File: config.mk
export PLATFORM = sky130hd
export DESIGN_NAME = ecp_regif
export DESIGN_NICKNAME = d
export VERILOG_FILES = /design/src/rtl/ecp_regif_pkg.sv /design/src/rtl/ecp_fwd_rx.sv /design/src/rtl/ecp_word_out.sv /design/src/rtl/ecp_rev_tx.sv /design/src/rtl/ecp_regif.sv
export SDC_FILE = /design/constraint.sdc
export NUM_CORES = 1
export LEC_CHECK = 0
export BUFFER_PORTS_ARGS = -buffer_cell sky130_fd_sc_hd__buf_2
export CAP_MARGIN = 30
export CORE_UTILIZATION = 55
export DETAILED_ROUTE_END_ITERATION = 8
export PLACE_DENSITY = 0.81
export SLEW_MARGIN = 20
export SYNTH_ARGS = -nofsm -noshare
export SYNTH_HDL_FRONTEND = slang
export SYNTH_HIERARCHICAL = 1
export SYNTH_SLANG_ARGS = --single-unit
File: constraint.sdc
create_clock -name clk -period 4.9 [get_ports clk]
set_clock_uncertainty 0.05 [all_clocks]
set_input_delay 0.98 -clock clk [delete_from_list [all_inputs] [get_ports clk]]
set_output_delay 0.98 -clock clk [all_outputs]
set_load 0.05 [all_outputs]
File: src/rtl/ecp_regif_pkg.sv
package ecp_regif_pkg;
  localparam int DATA_W = 8;

  typedef enum logic [1:0] {
    REV_IDLE,
    REV_SETUP,
    REV_WAIT_ACK,
    REV_WAIT_REL
  } rev_state_e;

  typedef struct packed {
    logic              is_data;
    logic [DATA_W-1:0] value;
  } fwd_beat_t;
endpackage

File: src/rtl/ecp_fwd_rx.sv
module ecp_fwd_rx
  import ecp_regif_pkg::*;
#(
  parameter int SYNC_STAGES = 2
) (
  input  logic              clk,
  input  logic              rst_n,
  input  logic              strobe_n,
  input  logic              is_data,
  input  logic [DATA_W-1:0] bus_in,
  output logic              busy,
  output logic              beat_valid,
  output fwd_beat_t         beat
);
  logic [SYNC_STAGES-1:0] sync_q;
  logic                   stb_prev;
  logic                   stb_s;
  logic                   fall;

  assign stb_s = sync_q[SYNC_STAGES-1];
  assign fall  = stb_prev & ~stb_s;

  always_ff @(posedge clk or negedge rst_n) begin
    if (!rst_n) begin
      sync_q     <= '1;
      stb_prev   <= 1'b1;
      busy       <= 1'b0;
      beat_valid <= 1'b0;
      beat       <= '0;
    end else begin
      sync_q     <= {sync_q[SYNC_STAGES-2:0], strobe_n};
      stb_prev   <= stb_s;
      beat_valid <= fall;
      if (fall) begin
        beat.is_data <= is_data;
        beat.value   <= bus_in;
        busy         <= 1'b1;
      end else if (stb_s) begin
        busy <= 1'b0;
      end
    end
  end
endmodule

File: src/rtl/ecp_word_out.sv
module ecp_word_out
  import ecp_regif_pkg::*;
#(
  parameter int CS_CLKS = 2
) (
  input  logic              clk,
  input  logic              rst_n,
  input  logic              wr,
  input  logic              restart,
  input  logic [DATA_W-1:0] value,
  output logic [2*DATA_W-1:0] word,
  output logic              cs
);
  localparam int CW = $clog2(CS_CLKS + 1);

  logic          high_next;
  logic          pend;
  logic [CW-1:0] cs_cnt;

  assign cs = (cs_cnt != '0);

  always_ff @(posedge clk or negedge rst_n) begin
    if (!rst_n) begin
      high_next <= 1'b0;
      pend      <= 1'b0;
      cs_cnt    <= '0;
      word      <= '0;
    end else begin
      if (pend) begin
        pend   <= 1'b0;
        cs_cnt <= CW'(CS_CLKS);
      end else if (cs_cnt != '0) begin
        cs_cnt <= cs_cnt - 1'b1;
      end

      if (restart) begin
        high_next <= 1'b0;
      end else if (wr) begin
        if (high_next) begin
          word[2*DATA_W-1:DATA_W] <= value;
          high_next               <= 1'b0;
          pend                    <= 1'b1;
        end else begin
          word[DATA_W-1:0] <= value;
          high_next        <= 1'b1;
        end
      end
    end
  end
endmodule

File: src/rtl/ecp_rev_tx.sv
module ecp_rev_tx
  import ecp_regif_pkg::*;
#(
  parameter int SYNC_STAGES = 2
) (
  input  logic              clk,
  input  logic              rst_n,
  input  logic              req,
  input  logic              ack,
  input  logic              chan_ok,
  input  logic [DATA_W-1:0] pins,
  output logic [DATA_W-1:0] dout,
  output logic              oe,
  output logic              rclk_n
);
  logic [SYNC_STAGES-1:0] req_q;
  logic [SYNC_STAGES-1:0] ack_q;
  logic                   en;
  logic                   ack_s;
  rev_state_e             st;

  assign en    = req_q[SYNC_STAGES-1] & chan_ok;
  assign ack_s = ack_q[SYNC_STAGES-1];

  always_ff @(posedge clk or negedge rst_n) begin
    if (!rst_n) begin
      req_q  <= '0;
      ack_q  <= '0;
      st     <= REV_IDLE;
      oe     <= 1'b0;
      rclk_n <= 1'b1;
      dout   <= '0;
    end else begin
      req_q <= {req_q[SYNC_STAGES-2:0], req};
      ack_q <= {ack_q[SYNC_STAGES-2:0], ack};
      if (!en) begin
        st     <= REV_IDLE;
        oe     <= 1'b0;
        rclk_n <= 1'b1;
      end else begin
        unique case (st)
          REV_IDLE: begin
            oe   <= 1'b1;
            dout <= pins;
            st   <= REV_SETUP;
          end
          REV_SETUP: begin
            rclk_n <= 1'b0;
            st     <= REV_WAIT_ACK;
          end
          REV_WAIT_ACK: if (ack_s) begin
            rclk_n <= 1'b1;
            st     <= REV_WAIT_REL;
          end
          REV_WAIT_REL: if (!ack_s) begin
            dout <= pins;
            st   <= REV_SETUP;
          end
          default: st <= REV_IDLE;
        endcase
      end
    end
  end
endmodule

File: src/rtl/ecp_regif.sv
module ecp_regif
  import ecp_regif_pkg::*;
#(
  parameter int         ADDR_W      = 7,
  parameter logic [6:0] A_WORD      = 7'h10,
  parameter logic [6:0] A_DIR       = 7'h20,
  parameter logic [6:0] A_IO        = 7'h21,
  parameter int         CS_CLKS     = 2,
  parameter int         SYNC_STAGES = 2
) (
  input  logic          clk,
  input  logic          rst_n,
  input  logic          host_strobe_n,
  input  logic          host_is_data,
  input  logic          host_rev_req,
  input  logic          host_rev_ack,
  input  logic [7:0]    bus_in,
  output logic [7:0]    bus_out,
  output logic          bus_oe,
  output logic          periph_busy,
  output logic          rev_clk_n,
  output logic [15:0]   word_out,
  output logic          word_cs,
  input  logic [7:0]    io_pin_in,
  output logic [7:0]    io_out,
  output logic [7:0]    io_oe
);
  localparam int FMT_BIT = DATA_W - 1;

  logic              fwd_valid;
  fwd_beat_t         fwd_beat;
  logic [ADDR_W-1:0] chan_addr;
  logic [DATA_W-1:0] dir_q;
  logic [DATA_W-1:0] io_q;
  logic              is_addr_cmd;
  logic              data_wr;

  assign is_addr_cmd = fwd_valid & ~fwd_beat.is_data & fwd_beat.value[FMT_BIT];
  assign data_wr     = fwd_valid & fwd_beat.is_data;

  ecp_fwd_rx #(.SYNC_STAGES(SYNC_STAGES)) u_rx (
    .clk       (clk),
    .rst_n     (rst_n),
    .strobe_n  (host_strobe_n),
    .is_data   (host_is_data),
    .bus_in    (bus_in),
    .busy      (periph_busy),
    .beat_valid(fwd_valid),
    .beat      (fwd_beat)
  );

  always_ff @(posedge clk or negedge rst_n) begin
    if (!rst_n) begin
      chan_addr <= '0;
      dir_q     <= '0;
      io_q      <= '0;
    end else begin
      if (is_addr_cmd) chan_addr <= fwd_beat.value[ADDR_W-1:0];
      if (data_wr && chan_addr == A_DIR) dir_q <= fwd_beat.value;
      if (data_wr && chan_addr == A_IO)  io_q  <= fwd_beat.value;
    end
  end

  ecp_word_out #(.CS_CLKS(CS_CLKS)) u_word (
    .clk    (clk),
    .rst_n  (rst_n),
    .wr     (data_wr && chan_addr == A_WORD),
    .restart(is_addr_cmd),
    .value  (fwd_beat.value),
    .word   (word_out),
    .cs     (word_cs)
  );

  ecp_rev_tx #(.SYNC_STAGES(SYNC_STAGES)) u_rev (
    .clk    (clk),
    .rst_n  (rst_n),
    .req    (host_rev_req),
    .ack    (host_rev_ack),
    .chan_ok(chan_addr == A_IO),
    .pins   (io_pin_in),
    .dout   (bus_out),
    .oe     (bus_oe),
    .rclk_n (rev_clk_n)
  );

  assign io_out = io_q;
  assign io_oe  = dir_q;
endmodule

==> flow_metrics.py <==
metrics = {
    "clock_network": {
        "clkLatencyLatePin_ns": 0.33,
        "cts.repair.resized": 0,
        "cts_buffers": 9,
        "cts_tree": "yes",
        "clk_pin_slew_ns": 0.07,
        "cts_hold_buf": 0,
        "post-cts-setup-buffers": 0,
        "cts_root_buffer": "clkbuf_8",
        "cts.sinks": 73,
        "h-tree-depth": 3,
        "cts_buffer_depth": 2,
    },
    "timing": {
        "hold_viol_final": 0,
        "hold-worst-slack_ns": 0.304,
        "setup_violations": 0,
        "slew-limit-headroom_pct": 53.1,
        "setup_tns_ns": 0,
        "rsz0062_at_grt": "false",
        "tightest_slew_ns": 0.698,
        "min_period_ns": 2.80,
        "max_freq_mhz": 358,
        "report.final.slew_viol_count": 0,
        "fin_crit_sh_pct": 57.0,
    },
    "detailed_routing": {
        "post_drt_wl_per_cell_um": 15.1,
        "wl_met3_um": 206,
        "wl_met2_um": 2460,
        "dr.pass1.iters": 4,
        "top_layer": "met4",
        "ant_nets": 0,
        "vias": 1656,
        "viasPerCell": 5.00,
        "drt_iter0_drc": 46,
        "wirelength_um": 5000,
        "drcViolationCount": 0,
        "wl_met1_um": 2290,
    },
    "synthesis": {
        "ys_top_cells_by_count": "dfrtp_1, mux2_2, mux2_4",
        "synthFlopType": "dfrtp_1",
        "synth_seq_area_share_pct": 62.3,
        "syn_inst": 180,
        "synth.net_count": 208,
        "async_flop_share_pct": 100,
        "yosys_warnings": 6,
        "syn-cell-area_um2": 2940,
        "synth_cell_types": 30,
        "synth_top_cell_area_share_pct": 58.7,
        "synth_edf_count": 0,
        "ys_top_cells_by_area": "dfrtp_1, mux2_2, mux2_4",
        "syn_avg_cell_area_um2": 16.3,
        "synth_area_leader_cell": "dfrtp_1",
        "yosysMostFrequentCell": "dfrtp_1",
        "synth-seq-cells": 73,
    },
    "critical_path": {
        "worstSetupStartpointType": "register",
        "path_max_fanout": 8,
        "cp_data_arrival_time_ns": 2.96,
        "criticalPathCategory": "register to register",
        "end_kind": "register",
        "critical_path_required_ns": 5.07,
    },
    "grt": {
        "grt_remaining_overflow": 0,
        "grtUsageTotal_pct": 19.1,
        "grt_max_degree": 34,
        "grt_pass1_wl_um": 7660,
        "grt_pass1_vias": 1607,
        "antenna_found_initial": 0,
    },
    "floorplanning": {
        "num_io_pins": 66,
        "die_area_um2": 5640,
        "die_h_um": 75.1,
        "rows": 26,
        "start_util_pct": 57.2,
        "core_area_um2": 5140,
        "die_w_um": 75.1,
    },
    "final_layout": {
        "drive_above_1_share_pct": 57.1,
        "post-route-util_pct": 69.4,
        "diodes": 0,
        "n_fill_cell": 383,
        "fin_nets": 284,
        "area_growth_pct": 21.2,
    },
    "run": {
        "cap_violations": 0,
    },
    "placement": {
        "dp_hpwl_um": 3480,
        "io_buffers": 65,
        "gp_congestion": 0.737,
    },
    "outcome": {
        "outcome": "finished, final reports clean",
    },
    "power_and_ir_drop": {
        "ir_drop_mv": 0.340,
        "p_leak_nw": 1.90,
        "power.total_mw": 1.87,
        "p_per_area_nw_per_um2": 525,
    },
    "hold_path": {
        "hold_path.class": "register to register",
    },
}
kinds of logic (layout without fill, tap and decap cells):
logic type,Yosys count,count (layout),share of synthesized area [%]
multiplexers,59,59,24.7
AO/OA/AOI/OAI,3,3,1.02
flip-flops,73,73,62.3
buffers and inverters,9,90,1.74
AND/OR/NAND/NOR,28,28,7.15
adder cells (fa/ha/maj),6,6,2.55
XOR/XNOR,2,2,0.596
area by class of cell:
cell class | count | area [um2] | area share [%]
clock buffer | 14 | 173 | 4.84
clock inverter | 2 | 35.0 | 0.983
inverter | 7 | 26.3 | 0.737
multi-input combinational | 98 | 1060 | 29.7
sequential | 73 | 1830 | 51.4
tap | 70 | 87.6 | 2.46
timing repair buffer | 67 | 353 | 9.90
through the flow:
stage | cell area [um2] | setup slack [ns] | cells
after CTS | 3560 | 2.10 | 331
after floorplan | 2940 | 2.42 | 180
after global placement | 3340 | 2.24 | 314
after global routing | 3560 | 2.03 | 331
after detailed placement | 3360 | 2.11 | 315
final | 3560 | 2.10 | 331
report_power, final:
part / total, mW / internal (mW) / leakage [nW] / switching, mW
Clock: 0.477 / 0.277 / 0.107 / 0.200
Combinational: 0.585 / 0.194 / 0.848 / 0.392
Sequential: 0.808 / 0.729 / 0.947 / 0.0799
Total: 1.87 / 1.20 / 1.90 / 0.672
layer usage:
layer / vias up / global-route usage [%]
met1: 836 / 25.8
met4: 0 / 6.79
met5: - / 0
met3: 5 / 5.49
li1: 772 / -
met2: 43 / 29.8
placed cells by master, fill, tap and decap left out, drive strengths merged:
cell type and n:
dfrtp 69, buf 67, mux2 57, clkbuf 14, nor2 9, inv 7, ha 6, nand2b 6
dfstp 4, nand3b 3, mux2i 2, nand2 2, nor4 2, nor2b 2, or4 1, nor3 1
bufinv 1, clkinv 1, o22ai 1, nand3 1, a21oi 1, nor3b 1, xnor2 1, a21o 1
xor2 1
worst max-delay path: stages, from the launching register on:
cell     delay [ns]
dfrtp_1        0.37
or4_1          0.66
nor4_1         0.63
nor3b_4        0.57
mux2_2         0.40
path summary, 6_finish.rpt:
kind                                     start             end  slack (ns)  cells past startpoint
worst max-delay path              chan_addr[1]  u_word/word[3]        2.10                      4
worst min-delay path            u_rev/ack_q[0]  u_rev/ack_q[1]        0.30                      0
worst max register to register    chan_addr[1]  u_word/word[3]        2.10                      4
worst min register to register  u_rev/ack_q[0]  u_rev/ack_q[1]        0.30                      0
max in group asynchronous                rst_n    u_rev/rclk_n        3.36                      3
min in group asynchronous                rst_n        io_oe[2]        0.52                      1
registers in the layout (all words and copies together), names as in the netlist, 2 cells and up:
| register | flops |
|---|---|
| u_word/word | 16 |
| u_rx/beat | 9 |
| io_oe | 8 |
| io_out | 8 |
| u_rev/dout | 8 |
| chan_addr | 7 |
| u_rev/ack_q | 2 |
| u_rev/req_q | 2 |
| u_rev/st | 2 |
| u_rx/sync_q | 2 |
| u_word/cs_cnt | 2 |
(Power assumes the default switching activity.)
